**config.mk**
```make
export PLATFORM = sky130hd
export DESIGN_NAME = rst_start_seq
export DESIGN_NICKNAME = d
export VERILOG_FILES = /design/src/rtl/rss_pkg.sv /design/src/rtl/rss_qualifier.sv /design/src/rtl/rss_init_timer.sv /design/src/rtl/rss_seq_fsm.sv /design/src/rtl/rst_start_seq.sv
export SDC_FILE = /design/constraint.sdc
export NUM_CORES = 1
export LEC_CHECK = 0
export BUFFER_PORTS_ARGS = -buffer_cell sky130_fd_sc_hd__buf_4
export CAP_MARGIN = 15
export CELL_PAD_IN_SITES_DETAIL_PLACEMENT = 1
export CELL_PAD_IN_SITES_GLOBAL_PLACEMENT = 1
export CORE_MARGIN = 2
export CORE_UTILIZATION = 45
export CTS_BUF_LIST = sky130_fd_sc_hd__clkbuf_8
export CTS_CLUSTER_DIAMETER = 60
export DETAILED_ROUTE_END_ITERATION = 12
export PLACE_DENSITY = 0.79
export SLEW_MARGIN = 0
export SYNTH_ARGS = -nofsm -noshare
export SYNTH_HDL_FRONTEND = slang
export SYNTH_SLANG_ARGS = --single-unit
```
**constraint.sdc**
```tcl
create_clock -name clk -period 3.03 [get_ports clk]
set_clock_uncertainty 0.2 [all_clocks]
set_input_delay 0.1515 -clock clk [delete_from_list [all_inputs] [get_ports clk]]
set_output_delay 0.1515 -clock clk [all_outputs]
set_load 0.05 [all_outputs]
```
**src/rtl/rss_pkg.sv**
```systemverilog
package rss_pkg;
  typedef enum logic [2:0] {
    PH_COLD  = 3'd0,
    PH_ARMED = 3'd1,
    PH_INIT  = 3'd2,
    PH_WAIT  = 3'd3,
    PH_RUN   = 3'd4
  } phase_e;
endpackage

```
**src/rtl/rss_qualifier.sv**
```systemverilog
module rss_qualifier #(
  parameter int MIN_HIGH = 8,
  localparam int HW = $clog2(MIN_HIGH + 1)
) (
  input  logic clk,
  input  logic req_i,
  output logic qualify_o
);
  logic [HW-1:0] run_q = '0;
  logic          live_q = 1'b0;

  assign qualify_o = req_i && (run_q == HW'(MIN_HIGH - 1));

  always_ff @(posedge clk) begin
    live_q <= 1'b1;
    if (!req_i)
      run_q <= '0;
    else if (run_q != HW'(MIN_HIGH))
      run_q <= run_q + 1'b1;
  end


  qual_once_chk: assert property (@(posedge clk) disable iff (!live_q)
    qualify_o |=> !qualify_o);


  qual_needs_high_chk: assert property (@(posedge clk) disable iff (!live_q)
    (!req_i) |=> !qualify_o || (MIN_HIGH == 1));
endmodule

```
**src/rtl/rss_init_timer.sv**
```systemverilog
module rss_init_timer #(
  parameter int INIT_CYCLES = 8191,
  localparam int CW = $clog2(INIT_CYCLES)
) (
  input  logic clk,
  input  logic clear_i,
  input  logic run_i,
  output logic done_o
);
  logic [CW-1:0] cnt_q = '0;
  logic          live_q = 1'b0;

  assign done_o = run_i && (cnt_q == CW'(INIT_CYCLES - 1));

  always_ff @(posedge clk) begin
    live_q <= 1'b1;
    if (clear_i)
      cnt_q <= '0;
    else if (run_i)
      cnt_q <= done_o ? '0 : cnt_q + 1'b1;
  end


  clear_zero_chk: assert property (@(posedge clk) disable iff (!live_q)
    clear_i |=> (cnt_q == '0) && !done_o);


  done_rewind_chk: assert property (@(posedge clk) disable iff (!live_q)
    done_o |=> (cnt_q == '0));
endmodule

```
**src/rtl/rss_seq_fsm.sv**
```systemverilog
module rss_seq_fsm
  import rss_pkg::*;
(
  input  logic clk,
  input  logic req_i,
  input  logic start_i,
  input  logic qualify_i,
  input  logic done_i,
  output logic tmr_clear_o,
  output logic tmr_run_o,
  output logic rst_o,
  output logic ack_o
);
  phase_e ph_q = PH_COLD;
  phase_e ph_d;
  logic   rst_q = 1'b1;
  logic   ack_q = 1'b0;
  logic   rst_d, ack_d;
  logic   live_q = 1'b0;

  always_comb begin
    ph_d  = ph_q;
    rst_d = rst_q;
    ack_d = ack_q;
    if (qualify_i) begin
      ph_d  = PH_ARMED;
      ack_d = 1'b0;
      rst_d = 1'b1;
    end else begin
      unique case (ph_q)
        PH_COLD:  rst_d = 1'b1;
        PH_ARMED: begin
          rst_d = 1'b1;
          if (!req_i) ph_d = PH_INIT;
        end
        PH_INIT: begin
          rst_d = 1'b1;
          if (done_i) begin
            ph_d  = PH_WAIT;
            ack_d = 1'b1;
          end
        end
        PH_WAIT: begin
          rst_d = 1'b1;
          if (start_i && !req_i) begin
            ph_d  = PH_RUN;
            rst_d = 1'b0;
          end
        end
        PH_RUN:   rst_d = req_i;
        default: begin
          ph_d  = PH_COLD;
          rst_d = 1'b1;
          ack_d = 1'b0;
        end
      endcase
    end
  end

  always_ff @(posedge clk) begin
    live_q <= 1'b1;
    ph_q   <= ph_d;
    rst_q  <= rst_d;
    ack_q  <= ack_d;
  end

  assign tmr_clear_o = (ph_q == PH_ARMED);
  assign tmr_run_o   = (ph_q == PH_INIT);
  assign rst_o       = rst_q;
  assign ack_o       = ack_q;


  req_holds_rst_chk: assert property (@(posedge clk) disable iff (!live_q)
    req_i |=> rst_o);


  qual_clears_ack_chk: assert property (@(posedge clk) disable iff (!live_q)
    qualify_i |=> !ack_o);


  early_start_chk: assert property (@(posedge clk) disable iff (!live_q)
    (start_i && !ack_o) |=> rst_o);


  ack_from_timer_chk: assert property (@(posedge clk) disable iff (!live_q)
    $rose(ack_o) |-> $past(done_i));


  release_cause_chk: assert property (@(posedge clk) disable iff (!live_q)
    $fell(rst_o) |-> ($past(start_i) && $past(ack_o)) || $past(ph_q == PH_RUN));
endmodule

```
**src/rtl/rst_start_seq.sv**
```systemverilog
module rst_start_seq #(
  parameter int MIN_HIGH    = 8,
  parameter int INIT_CYCLES = 8191
) (
  input  logic clk,
  input  logic hard_rst_i,
  input  logic start_cmd_i,
  output logic sys_rst_o,
  output logic init_ack_o
);
  logic qualify, done, tmr_clear, tmr_run;

  rss_qualifier #(.MIN_HIGH(MIN_HIGH)) u_qual (
    .clk       (clk),
    .req_i     (hard_rst_i),
    .qualify_o (qualify)
  );

  rss_init_timer #(.INIT_CYCLES(INIT_CYCLES)) u_tmr (
    .clk     (clk),
    .clear_i (tmr_clear),
    .run_i   (tmr_run),
    .done_o  (done)
  );

  rss_seq_fsm u_fsm (
    .clk         (clk),
    .req_i       (hard_rst_i),
    .start_i     (start_cmd_i),
    .qualify_i   (qualify),
    .done_i      (done),
    .tmr_clear_o (tmr_clear),
    .tmr_run_o   (tmr_run),
    .rst_o       (sys_rst_o),
    .ack_o       (init_ack_o)
  );
endmodule

```
==> reports/metrics.cfg <==
[critical_path]
critPathSlowestCell=or3b_1
r2r_cells=5
critical_path.startpoint_type=register
reg2reg_to=u_tmr.cnt_q[10]$_SDFFE_PN0P_
crit_type=reg -> reg
path_max_fanout=6
cp-end-kind=register
crit_chain=ha_1, or3b_1, nor4_4, xnor2_1, nor2_2
reg2reg_slack_ns=1.07
cp.required_ns=2.98
crit_arrival_ns=1.91
r2r-start=u_tmr.cnt_q[0]$_SDFFE_PN0P_
slowest_delay_ns=0.52

[power]
power_density_mw_per_mm2=515.8
power.switching_mw=0.1854
total_power_mw=0.6544
combPwrFrac_pct=14.7
p_leak_nw=0.4790
irDropWorstVdd_mv=0.2924
clockPowerShare_pct=32.1
p_seq_share_pct=53.1
internal_power_mw=0.4690
p_sw_share_pct=28.33

[layout]
syn_to_final_growth_pct=8.449
nNetsFinal=139
diodes=0
multi_input_area_um2=669.4
final_layout_size_suffix_gt1_share_pct=13.74
fill_cells=287
layout_commonest_cell=dfxtp_1
ff_latch_area_um2=440.4
layout_common_cells=dfxtp_1, nor2_1, xnor2_1

[clock_network]
cts_resized=0
clk_pin_slew_worst_paths_ns=0.08
clk_latency_ns=0.26
cts_tree=done
htreeDepth=1
cts_hold_buffers=1
cts_sinks=22
root_buffer=clkbuf_8
cts_buffers=3
postCtsSetupRepairBufs=0
ctsLongestPathBuffers=2

[job]
cap_viol_max_count=0

[synth]
synthMuxAreaShare_pct=0.8556
synth_seq_cells=22
synthAdderAreaFrac_pct=4.278
yosysWarnings=0
seq_area_frac_synth_pct=37.65
syn_area_mm2=0.001170
synth-simple-area-share_pct=33.48
synth_xor_area_share_pct=8.984
synth_top_family_by_area=simple AND/OR/NAND/NOR gates
synthCells=126
syn_avg_cell_area_um2=9.285
syn_nets=133
synth_compound_area_share_pct=9.626
ys_types=37

[floorplan]
die_w_um=54.99
num_io_pins=5
dieArea_mm2=0.003023
fp.dieH_um=54.99
initial_core_util_pct=47.22
rows=18
coreArea_mm2=0.002477

[timing]
tns_ns=0
rsz0062_at_grt=no
slew_violations=0
finalCritPeriodShare_pct=64.65
setup_viol=0
period_minus_slack_ns=1.959
clock.fmax_mhz=510.5
whs_ns=0.01551
slew_headroom_pct=67.76
hold_viol_final=0
worstMarginPinSlew_ns=0.4830

[hold_path]
hp-class=in -> reg
hp-start=start_cmd_i
hold-path-endpoint=u_fsm.ph_q[1]$_SDFFE_PP0P_
holdPathStages=3

[outcome]
outcome=completed

[route]
drtPass1Iterations=4
detail-route-antenna-nets=0
drt_iter0_markers=8
drc_errors=0
viasPerCell=5.534
wire_per_inst_um=13.61
routed-via-count=891
finalWirelength_um=2192

[global_routing]
grt.total_usage_pct=17.37
antenna_found_initial=0
gr-total-overflow=0
grt_pass1_vias=855
grt_pass1_wl_um=3732
grt_max_degree=13

[placement]
portBuffers=4
dp_hpwl_um=1663
gp_congestion=0.7596

-- through the flow --
step / utilization (%) / setup slack, ns / area, um2 / instances
after floorplan: - / 1.242 / 1170 / 126
after global placement: 48.59 / 1.146 / 1204 / 156
after detailed placement: 48.59 / 1.081 / 1204 / 156
after CTS: 51.21 / 1.060 / 1269 / 161
after global routing: 51.21 / 0.9443 / 1269 / 161
final: 51.21 / 1.071 / 1269 / 161
-- power by group through the flow --
| stage | logic (mW) | registers [mW] | clock network, mW |
|---|---|---|---|
| 2_1_floorplan | 0.0947 | 0.339 | 0 |
| 3_3_place_gp | 0.0902 | 0.351 | 0 |
| 3_5_place_dp | 0.0984 | 0.355 | 0 |
| 4_1_cts | 0.0990 | 0.348 | 0.214 |
| 5_1_grt | 0.110 | 0.352 | 0.228 |
| 6_report | 0.0965 | 0.348 | 0.210 |
-- Yosys cell counts --
library cell   n  area (um2)
a41o_1         1       10.01
o22ai_4        1       20.02
a21oi_1        4       20.02
nor4_4         2       42.54
dfxtp_1       22       440.4
o21ai_1        1       5.000
ha_1           4       50.05
nor2b_1        3       18.77
and4_1         3       26.28
nand3_1        4       20.02
nand2_1       10       37.54
or3b_1         1       8.760
xor2_1         1       8.760
nor3_2         2       20.02
nor4_1         2       12.51
and4b_1        1       10.01
clkbuf_1       1       3.750
nor3_1         4       20.02
nand2b_1       3       18.77
xnor2_1       11       96.34
buf_4          1       7.510
nand4bb_4      1       27.53
or2_2          1       6.260
o31ai_1        2       15.01
nor2_2         2       12.51
a21o_1         1       7.510
inv_1          7       26.28
o21a_1         1       7.510
mux2i_1        1       10.01
a2111oi_0      1       8.760
buf_6          2       22.52
nand4_1        4       25.02
nand3b_1       1       7.510
nand3_4        1       17.52
a221oi_1       1       8.760
nor2_1        16       60.06
o21ai_0        2       10.01
-- registers in the layout, indices dropped and copies added, names as in the netlist --
| register | cells |
|---|---|
| u_tmr.cnt_q | 13 |
| u_fsm.ack_o | 1 |
| u_qual.run_q | 4 |
| u_fsm.rst_o | 1 |
| u_fsm.ph_q | 3 |
-- worst max-delay path by stage --
stage | start | endpoint | slack (ns) | cells past startpoint
after global placement | u_tmr.cnt_q[0]$_SDFFE_PN0P_ | u_tmr.cnt_q[10]$_SDFFE_PN0P_ | 1.15 | 5
after detailed placement | u_tmr.cnt_q[0]$_SDFFE_PN0P_ | u_tmr.cnt_q[10]$_SDFFE_PN0P_ | 1.08 | 5
after floorplan | u_tmr.cnt_q[0]$_SDFFE_PN0P_ | u_tmr.cnt_q[12]$_SDFFE_PN0P_ | 1.24 | 6
final | u_tmr.cnt_q[0]$_SDFFE_PN0P_ | u_tmr.cnt_q[10]$_SDFFE_PN0P_ | 1.07 | 5
after CTS | u_tmr.cnt_q[0]$_SDFFE_PN0P_ | u_tmr.cnt_q[10]$_SDFFE_PN0P_ | 1.06 | 5
after global routing | u_tmr.cnt_q[0]$_SDFFE_PN0P_ | u_tmr.cnt_q[12]$_SDFFE_PN0P_ | 0.94 | 5
-- critical path, delay by kind of cell, from the launching register on --
family / cells / cell delay (ns)
flops: 1 / 0.44
xor+xnor: 1 / 0.17
fa+ha+maj: 1 / 0.19
simple gates: 3 / 0.84
-- cells by family (layout without fill, tap and decap cells) --
logic type | after synthesis | count (layout)
xor+xnor | 12 | 12
compound gates | 15 | 15
flops | 22 | 22
buf+inv | 11 | 16
fa+ha+maj | 4 | 4
simple gates | 61 | 61
mux | 1 | 1
-- layout make-up --
type / count / share of cell area (%)
Clock buffer: 4 / 4.339
Timing Repair Buffer: 5 / 3.156
Tap cell: 30 / 2.959
Inverter: 7 / 2.071
Sequential cell: 22 / 34.71
Multi-Input combinational cell: 93 / 52.76
-- per-layer routing --
metal | global-route usage, % | part of all wire, % | wire [um] | vias to the layer above
met5 | 0 | 0 | 0 | -
met4 | 7.317 | 1.7 | 37 | 0
met3 | 3.226 | 2.2 | 48 | 5
met2 | 28.17 | 48 | 1060 | 7
met1 | 22.55 | 48 | 1045 | 429
li1 | - | - | - | 450
Note: power is estimated with default switching activity, not from simulation.
